### config.mk
export PLATFORM = sky130hd
export DESIGN_NAME = rx_ring_writer
export DESIGN_NICKNAME = d
export VERILOG_FILES = /design/src/rtl/rxr_pkg.sv /design/src/rtl/rxr_space.sv /design/src/rtl/rxr_intr.sv /design/src/rtl/rxr_writer.sv /design/src/rtl/rx_ring_writer.sv
export SDC_FILE = /design/constraint.sdc
export NUM_CORES = 1
export LEC_CHECK = 0
export BUFFER_PORTS_ARGS = -buffer_cell sky130_fd_sc_hd__buf_4
export CORE_ASPECT_RATIO = 1.75
export CORE_MARGIN = 4
export CORE_UTILIZATION = 53
export DETAILED_ROUTE_END_ITERATION = 8
export GPL_TIMING_DRIVEN = 1
export PLACE_DENSITY = 0.81
export SYNTH_ARGS = -nofsm -noshare
export SYNTH_HDL_FRONTEND = slang
export SYNTH_SLANG_ARGS = --single-unit
### constraint.sdc
create_clock -name clk -period 3.95 [get_ports clk]
set_input_delay 0.395 -clock clk [delete_from_list [all_inputs] [get_ports clk]]
set_output_delay 0.395 -clock clk [all_outputs]
set_load 0.02 [all_outputs]
### src/rtl/rxr_pkg.sv
package rxr_pkg;

    typedef enum logic [1:0] {
        ST_IDLE,
        ST_BODY,
        ST_SKIP,
        ST_HEAD
    } wstate_e;

    localparam int IRQ_W    = 8;
    localparam int EV_ROK   = 0;
    localparam int EV_RERR  = 1;
    localparam int EV_OVF   = 4;
    localparam int EV_FIFO  = 6;

    // status word: good at 0, errors at 5:1, destination class at 15:13
    function automatic logic [15:0] pack_status(input logic good,
                                                input logic [4:0] err,
                                                input logic [2:0] kind);
        return {kind, 7'b0, err, good};
    endfunction

endpackage

### src/rtl/rxr_space.sv
module rxr_space #(
    parameter int RING_BYTES  = 8192,
    parameter int GUARD_BYTES = 16,
    localparam int OFF_W      = $clog2(RING_BYTES)
) (
    input  logic             clk,
    input  logic             rst_n,
    input  logic             host_ptr_we,
    input  logic [OFF_W-1:0] host_ptr_wdata,
    input  logic             commit,
    input  logic [OFF_W-1:0] commit_adv,
    output logic [OFF_W-1:0] wr_off,
    output logic [OFF_W:0]   free_bytes,
    output logic             buf_empty
);
    localparam logic [OFF_W-1:0] HOST_RST = OFF_W'(RING_BYTES - GUARD_BYTES);

    logic [OFF_W-1:0] wr_q;
    logic [OFF_W-1:0] host_q;
    logic [OFF_W-1:0] cons;
    logic [OFF_W-1:0] gap;

    always_ff @(posedge clk or negedge rst_n) begin
        if (!rst_n) begin
            wr_q   <= '0;
            host_q <= HOST_RST;
        end else begin
            if (commit)      wr_q   <= wr_q + commit_adv;
            if (host_ptr_we) host_q <= host_ptr_wdata;
        end
    end

    always_comb begin
        cons       = host_q + OFF_W'(GUARD_BYTES);
        gap        = cons - wr_q;
        free_bytes = (gap == '0) ? (OFF_W+1)'(RING_BYTES) : {1'b0, gap};
        buf_empty  = (gap == '0);
        wr_off     = wr_q;
    end

    a_r4_wr_aligned: assert property (@(posedge clk) disable iff (!rst_n)
        wr_q[1:0] == 2'b00);

    a_r8_empty_hold: assert property (@(posedge clk) disable iff (!rst_n)
        (!commit && !host_ptr_we) |=> $stable(buf_empty));

endmodule

### src/rtl/rxr_intr.sv
module rxr_intr
    import rxr_pkg::*;
(
    input  logic             clk,
    input  logic             rst_n,
    input  logic [IRQ_W-1:0] ev_set,
    input  logic             clr_we,
    input  logic [IRQ_W-1:0] clr_data,
    output logic [IRQ_W-1:0] status
);
    logic [IRQ_W-1:0] st_q;
    logic [IRQ_W-1:0] clr_mask;

    always_comb begin
        clr_mask = clr_we ? clr_data : '0;
        status   = st_q;
    end

    always_ff @(posedge clk or negedge rst_n) begin
        if (!rst_n) st_q <= '0;
        else        st_q <= (st_q & ~clr_mask) | ev_set;
    end

    a_r10_clear_bit0: assert property (@(posedge clk) disable iff (!rst_n)
        (clr_we && clr_data[EV_ROK] && !ev_set[EV_ROK]) |=> !status[EV_ROK]);

    a_r10_set_wins: assert property (@(posedge clk) disable iff (!rst_n)
        ev_set[EV_ROK] |=> status[EV_ROK]);

endmodule

### src/rtl/rxr_writer.sv
module rxr_writer
    import rxr_pkg::*;
#(
    parameter int RING_BYTES = 8192,
    localparam int OFF_W     = $clog2(RING_BYTES)
) (
    input  logic             clk,
    input  logic             rst_n,
    input  logic             in_valid,
    input  logic [7:0]       in_data,
    input  logic             in_last,
    input  logic             in_good,
    input  logic [4:0]       in_err,
    input  logic [2:0]       in_kind,
    input  logic [OFF_W-1:0] wr_off,
    input  logic [OFF_W:0]   free_bytes,
    output logic             in_ready,
    output logic             mem_we,
    output logic [OFF_W-1:0] mem_addr,
    output logic [7:0]       mem_wdata,
    output logic             commit,
    output logic [OFF_W-1:0] commit_adv,
    output logic             ev_ok,
    output logic             ev_bad,
    output logic             ev_ovf,
    output logic             ev_fifo
);
    wstate_e     state_q, state_n;
    logic [15:0] cnt_q, cnt_n;
    logic [15:0] stat_q, stat_n;
    logic [1:0]  idx_q, idx_n;

    logic [16:0]      need;
    logic             fits;
    logic [31:0]      hdr_word;
    logic [OFF_W-1:0] pay_addr;

    // state register
    always_ff @(posedge clk or negedge rst_n) begin
        if (!rst_n) begin
            state_q <= ST_IDLE;
            cnt_q   <= '0;
            stat_q  <= '0;
            idx_q   <= '0;
        end else begin
            state_q <= state_n;
            cnt_q   <= cnt_n;
            stat_q  <= stat_n;
            idx_q   <= idx_n;
        end
    end

    // next state and outputs
    always_comb begin
        need       = ({1'b0, cnt_q} + 17'd8) & 17'h1FFFC;
        fits       = need < 17'(free_bytes);
        hdr_word   = {cnt_q, stat_q};
        pay_addr   = wr_off + cnt_q[OFF_W-1:0] + OFF_W'(4);
        commit_adv = (cnt_q[OFF_W-1:0] + OFF_W'(7)) & ~OFF_W'(3);

        state_n   = state_q;
        cnt_n     = cnt_q;
        stat_n    = stat_q;
        idx_n     = idx_q;
        in_ready  = (state_q != ST_HEAD);
        mem_we    = 1'b0;
        mem_addr  = pay_addr;
        mem_wdata = in_data;
        commit    = 1'b0;
        ev_ok     = 1'b0;
        ev_bad    = 1'b0;
        ev_ovf    = 1'b0;
        ev_fifo   = 1'b0;

        unique case (state_q)
            ST_IDLE, ST_BODY: begin
                if (in_valid) begin
                    if (fits) begin
                        mem_we = 1'b1;
                        cnt_n  = cnt_q + 16'd1;
                        if (!in_last) begin
                            state_n = ST_BODY;
                        end else if (in_good) begin
                            state_n = ST_HEAD;
                            idx_n   = 2'd0;
                            stat_n  = pack_status(in_good, in_err, in_kind);
                        end else begin
                            state_n = ST_IDLE;
                            ev_bad  = 1'b1;
                            cnt_n   = '0;
                        end
                    end else begin
                        ev_ovf  = 1'b1;
                        cnt_n   = '0;
                        state_n = in_last ? ST_IDLE : ST_SKIP;
                    end
                end
            end
            ST_SKIP: begin
                if (in_valid && in_last) state_n = ST_IDLE;
            end
            ST_HEAD: begin
                mem_we    = 1'b1;
                mem_addr  = wr_off + OFF_W'(idx_q);
                mem_wdata = hdr_word[{idx_q, 3'b000} +: 8];
                ev_fifo   = in_valid;
                if (idx_q == 2'd3) begin
                    commit  = 1'b1;
                    ev_ok   = 1'b1;
                    cnt_n   = '0;
                    state_n = ST_IDLE;
                end else begin
                    idx_n = idx_q + 2'd1;
                end
            end
        endcase
    end

    a_r6_skip_silent: assert property (@(posedge clk) disable iff (!rst_n)
        (state_q == ST_SKIP) |-> !mem_we);

    a_r6_drop_no_commit: assert property (@(posedge clk) disable iff (!rst_n)
        ev_ovf |=> !commit);

    a_r8_commit_after_head: assert property (@(posedge clk) disable iff (!rst_n)
        commit |-> $past(state_q) == ST_HEAD);

endmodule

### src/rtl/rx_ring_writer.sv
module rx_ring_writer
    import rxr_pkg::*;
#(
    parameter int RING_BYTES  = 8192,
    parameter int GUARD_BYTES = 16,
    localparam int OFF_W      = $clog2(RING_BYTES)
) (
    input  logic             clk,
    input  logic             rst_n,
    input  logic             in_valid,
    input  logic [7:0]       in_data,
    input  logic             in_last,
    input  logic             in_good,
    input  logic [4:0]       in_err,
    input  logic [2:0]       in_kind,
    output logic             in_ready,
    output logic             mem_we,
    output logic [OFF_W-1:0] mem_addr,
    output logic [7:0]       mem_wdata,
    input  logic             host_ptr_we,
    input  logic [OFF_W-1:0] host_ptr_wdata,
    output logic [OFF_W-1:0] wr_off,
    output logic             buf_empty,
    input  logic             irq_clr_we,
    input  logic [7:0]       irq_clr_data,
    output logic [7:0]       irq_status
);
    logic [OFF_W:0]   free_bytes;
    logic             commit;
    logic [OFF_W-1:0] commit_adv;
    logic             ev_ok, ev_bad, ev_ovf, ev_fifo;
    logic [IRQ_W-1:0] ev_set;

    always_comb begin
        ev_set          = '0;
        ev_set[EV_ROK]  = ev_ok;
        ev_set[EV_RERR] = ev_bad;
        ev_set[EV_OVF]  = ev_ovf;
        ev_set[EV_FIFO] = ev_fifo;
    end

    rxr_writer #(.RING_BYTES(RING_BYTES)) u_writer (
        .clk        (clk),
        .rst_n      (rst_n),
        .in_valid   (in_valid),
        .in_data    (in_data),
        .in_last    (in_last),
        .in_good    (in_good),
        .in_err     (in_err),
        .in_kind    (in_kind),
        .wr_off     (wr_off),
        .free_bytes (free_bytes),
        .in_ready   (in_ready),
        .mem_we     (mem_we),
        .mem_addr   (mem_addr),
        .mem_wdata  (mem_wdata),
        .commit     (commit),
        .commit_adv (commit_adv),
        .ev_ok      (ev_ok),
        .ev_bad     (ev_bad),
        .ev_ovf     (ev_ovf),
        .ev_fifo    (ev_fifo)
    );

    rxr_space #(.RING_BYTES(RING_BYTES), .GUARD_BYTES(GUARD_BYTES)) u_space (
        .clk            (clk),
        .rst_n          (rst_n),
        .host_ptr_we    (host_ptr_we),
        .host_ptr_wdata (host_ptr_wdata),
        .commit         (commit),
        .commit_adv     (commit_adv),
        .wr_off         (wr_off),
        .free_bytes     (free_bytes),
        .buf_empty      (buf_empty)
    );

    rxr_intr u_intr (
        .clk      (clk),
        .rst_n    (rst_n),
        .ev_set   (ev_set),
        .clr_we   (irq_clr_we),
        .clr_data (irq_clr_data),
        .status   (irq_status)
    );

    a_r9_fifo_flag: assert property (@(posedge clk) disable iff (!rst_n)
        (in_valid && !in_ready) |=> irq_status[EV_FIFO]);

    a_r5_bad_flag: assert property (@(posedge clk) disable iff (!rst_n)
        ev_bad |=> irq_status[EV_RERR] && $stable(wr_off));

endmodule

==> impl_metrics.tcl <==
set metrics [dict create \
    outcome "complete, but fails checks" \
    failed_checks "setup timing" \
    route.detailed.vias_per_inst 6.27 \
    maxCapViolations 0 \
    clk-insertion-delay-late_ns 0.34 \
    crit_arrival_ns 4.04 \
    area_fraction_in_compound_gates_after_synthesis_pct 19.5 \
    p_per_area_mw_per_mm2 550 \
    post_synth_and_or_nand_nor_area_fraction_pct 17.9 \
    layout_worst_path_cycle_share_pct 112 \
    cells_after_synth 622 \
    seq_area_frac_synth_pct 27.9 \
    estimated_wirelength_of_the_detail_placed_design_um 13100 \
    number_of_antenna_violations_at_the_first_check_in_global_routing 0 \
    worstPathCellList "inv_2 > ha_4 > inv_2 > ha_4 > or3_4 > o211a_1 > o211a_1 > o31ai_4 > ha_1 > a21o_1 > a21o_1 > a21o_1 > a2111oi_4 > buf_4 > nand3_4 > nand2_4 > buf_6" \
    netSwitchingFraction_pct 42.6 \
    clock_tree.htree_level_count 3 \
    path_delay_family "compound AO/OA/AOI/OAI gates" \
    top_cell_by_count_worst_path "sky130_fd_sc_hd__a21o_1" \
    drt_first_iter_violations 344 \
    critPathBufInv 4 \
    hold_buffers 0 \
    final_number_of_max_transition_violations 0 \
    floorplan.initialDensity_pct 53.8 \
    synth_ff_type "sky130_fd_sc_hd__dfrtp_1" \
    timing.final.hold_violations 0 \
    drt_pass1_iterations 4 \
    fp.coreArea_mm2 0.0102 \
    port-buffer-count 86 \
    comb_power_share_pct 57.7 \
    grt_setup_unrepaired "true" \
    gpl.final_weighted_congestion 0.949 \
    worst_setup_start_kind "flip-flop" \
    syn_to_final_growth_pct 30.8 \
    criticalPathCategory "reg2out" \
    first_pass_grt_wire_length_um 28600 \
    final_net_count 855 \
    grt_max_degree 62 \
    cts_sinks 61 \
    route.detailed.wl_per_inst_um 20.4 \
    yosys.area_share.adder_pct 15.5 \
    antennaDiodeCount 0 \
    timing.reg2reg.setup_slack_ns -0.44 \
    synth-edff-count 0 \
    detail_route.wirelength_um 17800 \
    hold_path_class "in2async" \
    pwr-share-clk_pct 20.0 \
    global_route.usage.total_pct 29.7 \
    total_power_mw 3.96 \
    mux_contribution_to_synthesized_area_pct 8.18 \
    worst-endpoint-required_ns 3.56 \
    finalClockSkew_ns 0.00603 \
    floorplan.die.height_um 143 \
    max-vdd-ir-drop_v 0.000439 \
    route.antenna.remaining_nets 0 \
    syn_area_mm2 0.00551 \
    slew-limit-headroom_pct 12.9 \
    worst_hold_slack_ns 0.101 \
    yosys_warnings 0 \
    clock_tree_from_tritoncts "built" \
    ys_top_cells_by_area "sky130_fd_sc_hd__dfrtp_1, sky130_fd_sc_hd__ha_1, sky130_fd_sc_hd__dfstp_2" \
    critPathCaptureType "primary output" \
    post_route_cells_drive_above_1_share_pct 31.8 \
    routed-via-count 5483 \
    synth_top_family_by_area "compound AO/OA/AOI/OAI gates" \
    postSynth.asyncResetShare_pct 100 \
    tightest_slew_ns 1.31 \
    global_route.overflow_total 0 \
    ys_top_cells_by_count "sky130_fd_sc_hd__ha_1, sky130_fd_sc_hd__nand2_1, sky130_fd_sc_hd__dfrtp_1, sky130_fd_sc_hd__nor2_1, sky130_fd_sc_hd__o21ai_0" \
    ios 89 \
    synth_top_area_share_pct 23.6 \
    fp.dieW_um 85.1 \
    post-route-drc-count 0 \
    fin_ws_ns -0.482 \
    layout_min_cycle_time_ns 4.43 \
    first_global_vias 5878 \
    internal-power_mw 2.27 \
    cts_buf_count 9 \
    synth_most_common_cell "sky130_fd_sc_hd__ha_1" \
    postPlaceCellArea_mm2 0.00660 \
    switchingPower_mw 1.69 \
    fmax_mhz 226 \
    worst-path-max-fanout 3 \
    cellLeakagePower_nw 3.49 \
    path_clk_slew_ns 0.06 \
    seq_power_share_pct 22.3 \
    synth_area_per_cell_um2 8.86 \
    postSynthRegisterBits 61 \
    synthXorXnorAreaFrac_pct 6.20 \
    worst_path_largest_cell_delay_ns 0.52 \
    std_cell_rows 49 \
    synthDistinctLibCells 66 \
    critical_path.slowest_cell "sky130_fd_sc_hd__dfstp_2" \
    synth_top_cell_by_area "sky130_fd_sc_hd__dfrtp_1" \
    stdcell_area_mm2 0.00721 \
    cts-root-to-sink-buffers 2 \
    clock_tree.root_cell "sky130_fd_sc_hd__clkbuf_16" \
    dieArea_mm2 0.0122 \
    setup_violations 25 \
]
## sequential cells by signal (all words and copies together) (netlist names)
register and count:
u_writer.state_q 2, u_writer.idx_q 2, u_writer.stat_q 9, u_intr.status 8, u_writer.cnt_q 16, u_space.host_q 13, u_space.wr_off 11
## power groups by stage
stage               clock network (mW)  logic (mW)  registers [mW]
floorplan                            0        1.36           0.868
global placement                     0        2.03           0.873
detailed placement                   0        2.11           0.883
CTS                              0.797        2.22           0.875
global route                     0.824        2.48           0.895
finish                           0.791        2.29           0.882
## cell usage in the layout (no fill, tap or decap), types with 12 or more instances in the layout
cell,n
sky130_fd_sc_hd__nor3_1,15
sky130_fd_sc_hd__mux2i_1,12
sky130_fd_sc_hd__mux2_2,17
sky130_fd_sc_hd__a21oi_1,22
sky130_fd_sc_hd__ha_1,56
sky130_fd_sc_hd__o21ai_0,30
sky130_fd_sc_hd__nand3_1,14
sky130_fd_sc_hd__a21o_1,16
sky130_fd_sc_hd__nor2_1,39
sky130_fd_sc_hd__dfrtp_1,48
sky130_fd_sc_hd__a31oi_1,17
sky130_fd_sc_hd__nand2_1,61
sky130_fd_sc_hd__buf_4,135
sky130_fd_sc_hd__xor2_1,15
sky130_fd_sc_hd__inv_1,27
sky130_fd_sc_hd__xnor2_1,23
## worst reg2reg max path, delay by kind of cell, from the launching register on
kind	cells	cell delay, ns
compound gates	7	1.59
fa+ha+maj	3	0.69
buf+inv	6	0.67
flops	1	0.52
simple gates	2	0.50
mux	1	0.30
## layout make-up
class / instances / area (µm²)
clock buffers: 9 / 225
repair buffers: 142 / 1120
inverters: 31 / 116
well taps: 127 / 159
fillers: 789 / 3030
clock inverters: 6 / 65.1
flip-flops and latches: 61 / 1540
multi-input cells: 499 / 3980
## stage by stage
| step | std cells | TNS, ns | util (%) | setup slack [ns] |
|---|---|---|---|---|
| detailed placement | 847 | -3.52 | 64.5 | -0.239 |
| CTS | 867 | -5.12 | 69.4 | -0.461 |
| finish | 875 | -7.59 | 70.4 | -0.482 |
| global placement | 847 | -1.38 | 64.5 | -0.147 |
| floorplan | 623 | -1.01 | - | -0.212 |
| global route | 875 | -11.56 | 70.4 | -0.607 |
## path summary, 6_finish.rpt
kind	startpoint	end	cells past startpoint
setup / recovery	u_space.host_q[4]$_DFFE_PN1P_	mem_we	17
hold / removal	rst_n	u_space.wr_off[7]$_DFFE_PN0P_	1
setup reg to reg	u_space.host_q[4]$_DFFE_PN1P_	u_writer.stat_q[14]$_DFFE_PN0P_	19
hold reg to reg	u_intr.status[4]$_DFF_PN0_	u_intr.status[4]$_DFF_PN0_	1
max in group asynchronous	rst_n	u_space.wr_off[2]$_DFFE_PN0P_	1
min in group clk	irq_clr_data[5]	u_intr.status[5]$_DFF_PN0_	2
## timing repair
action	in CTS	in global routing
endpoints found under the setup margin	24	31
pin swaps	18	10
resized for setup	23	17
setup buffers	3	10
gates cloned	2	0
## per-layer routing
metal | wire (µm) | global-route usage [%] | share of wire [%]
met4 | 1260 | 22.4 | 7.1
met3 | 952 | 4.21 | 5.3
met2 | 9210 | 52.5 | 52
met1 | 6400 | 31.4 | 36
met5 | 0 | 0 | 0
## cells by family (layout without fill, tap and decap cells)
family	after synthesis	after routing
AO/OA/AOI/OAI	158	158
XOR/XNOR	39	39
other	1	2
adder cells (fa/ha/maj)	67	67
multiplexers	38	38
buffers and inverters	63	188
AND/OR/NAND/NOR	195	195
flip-flops	61	61
Note: power is estimated with default switching activity, not from simulation.
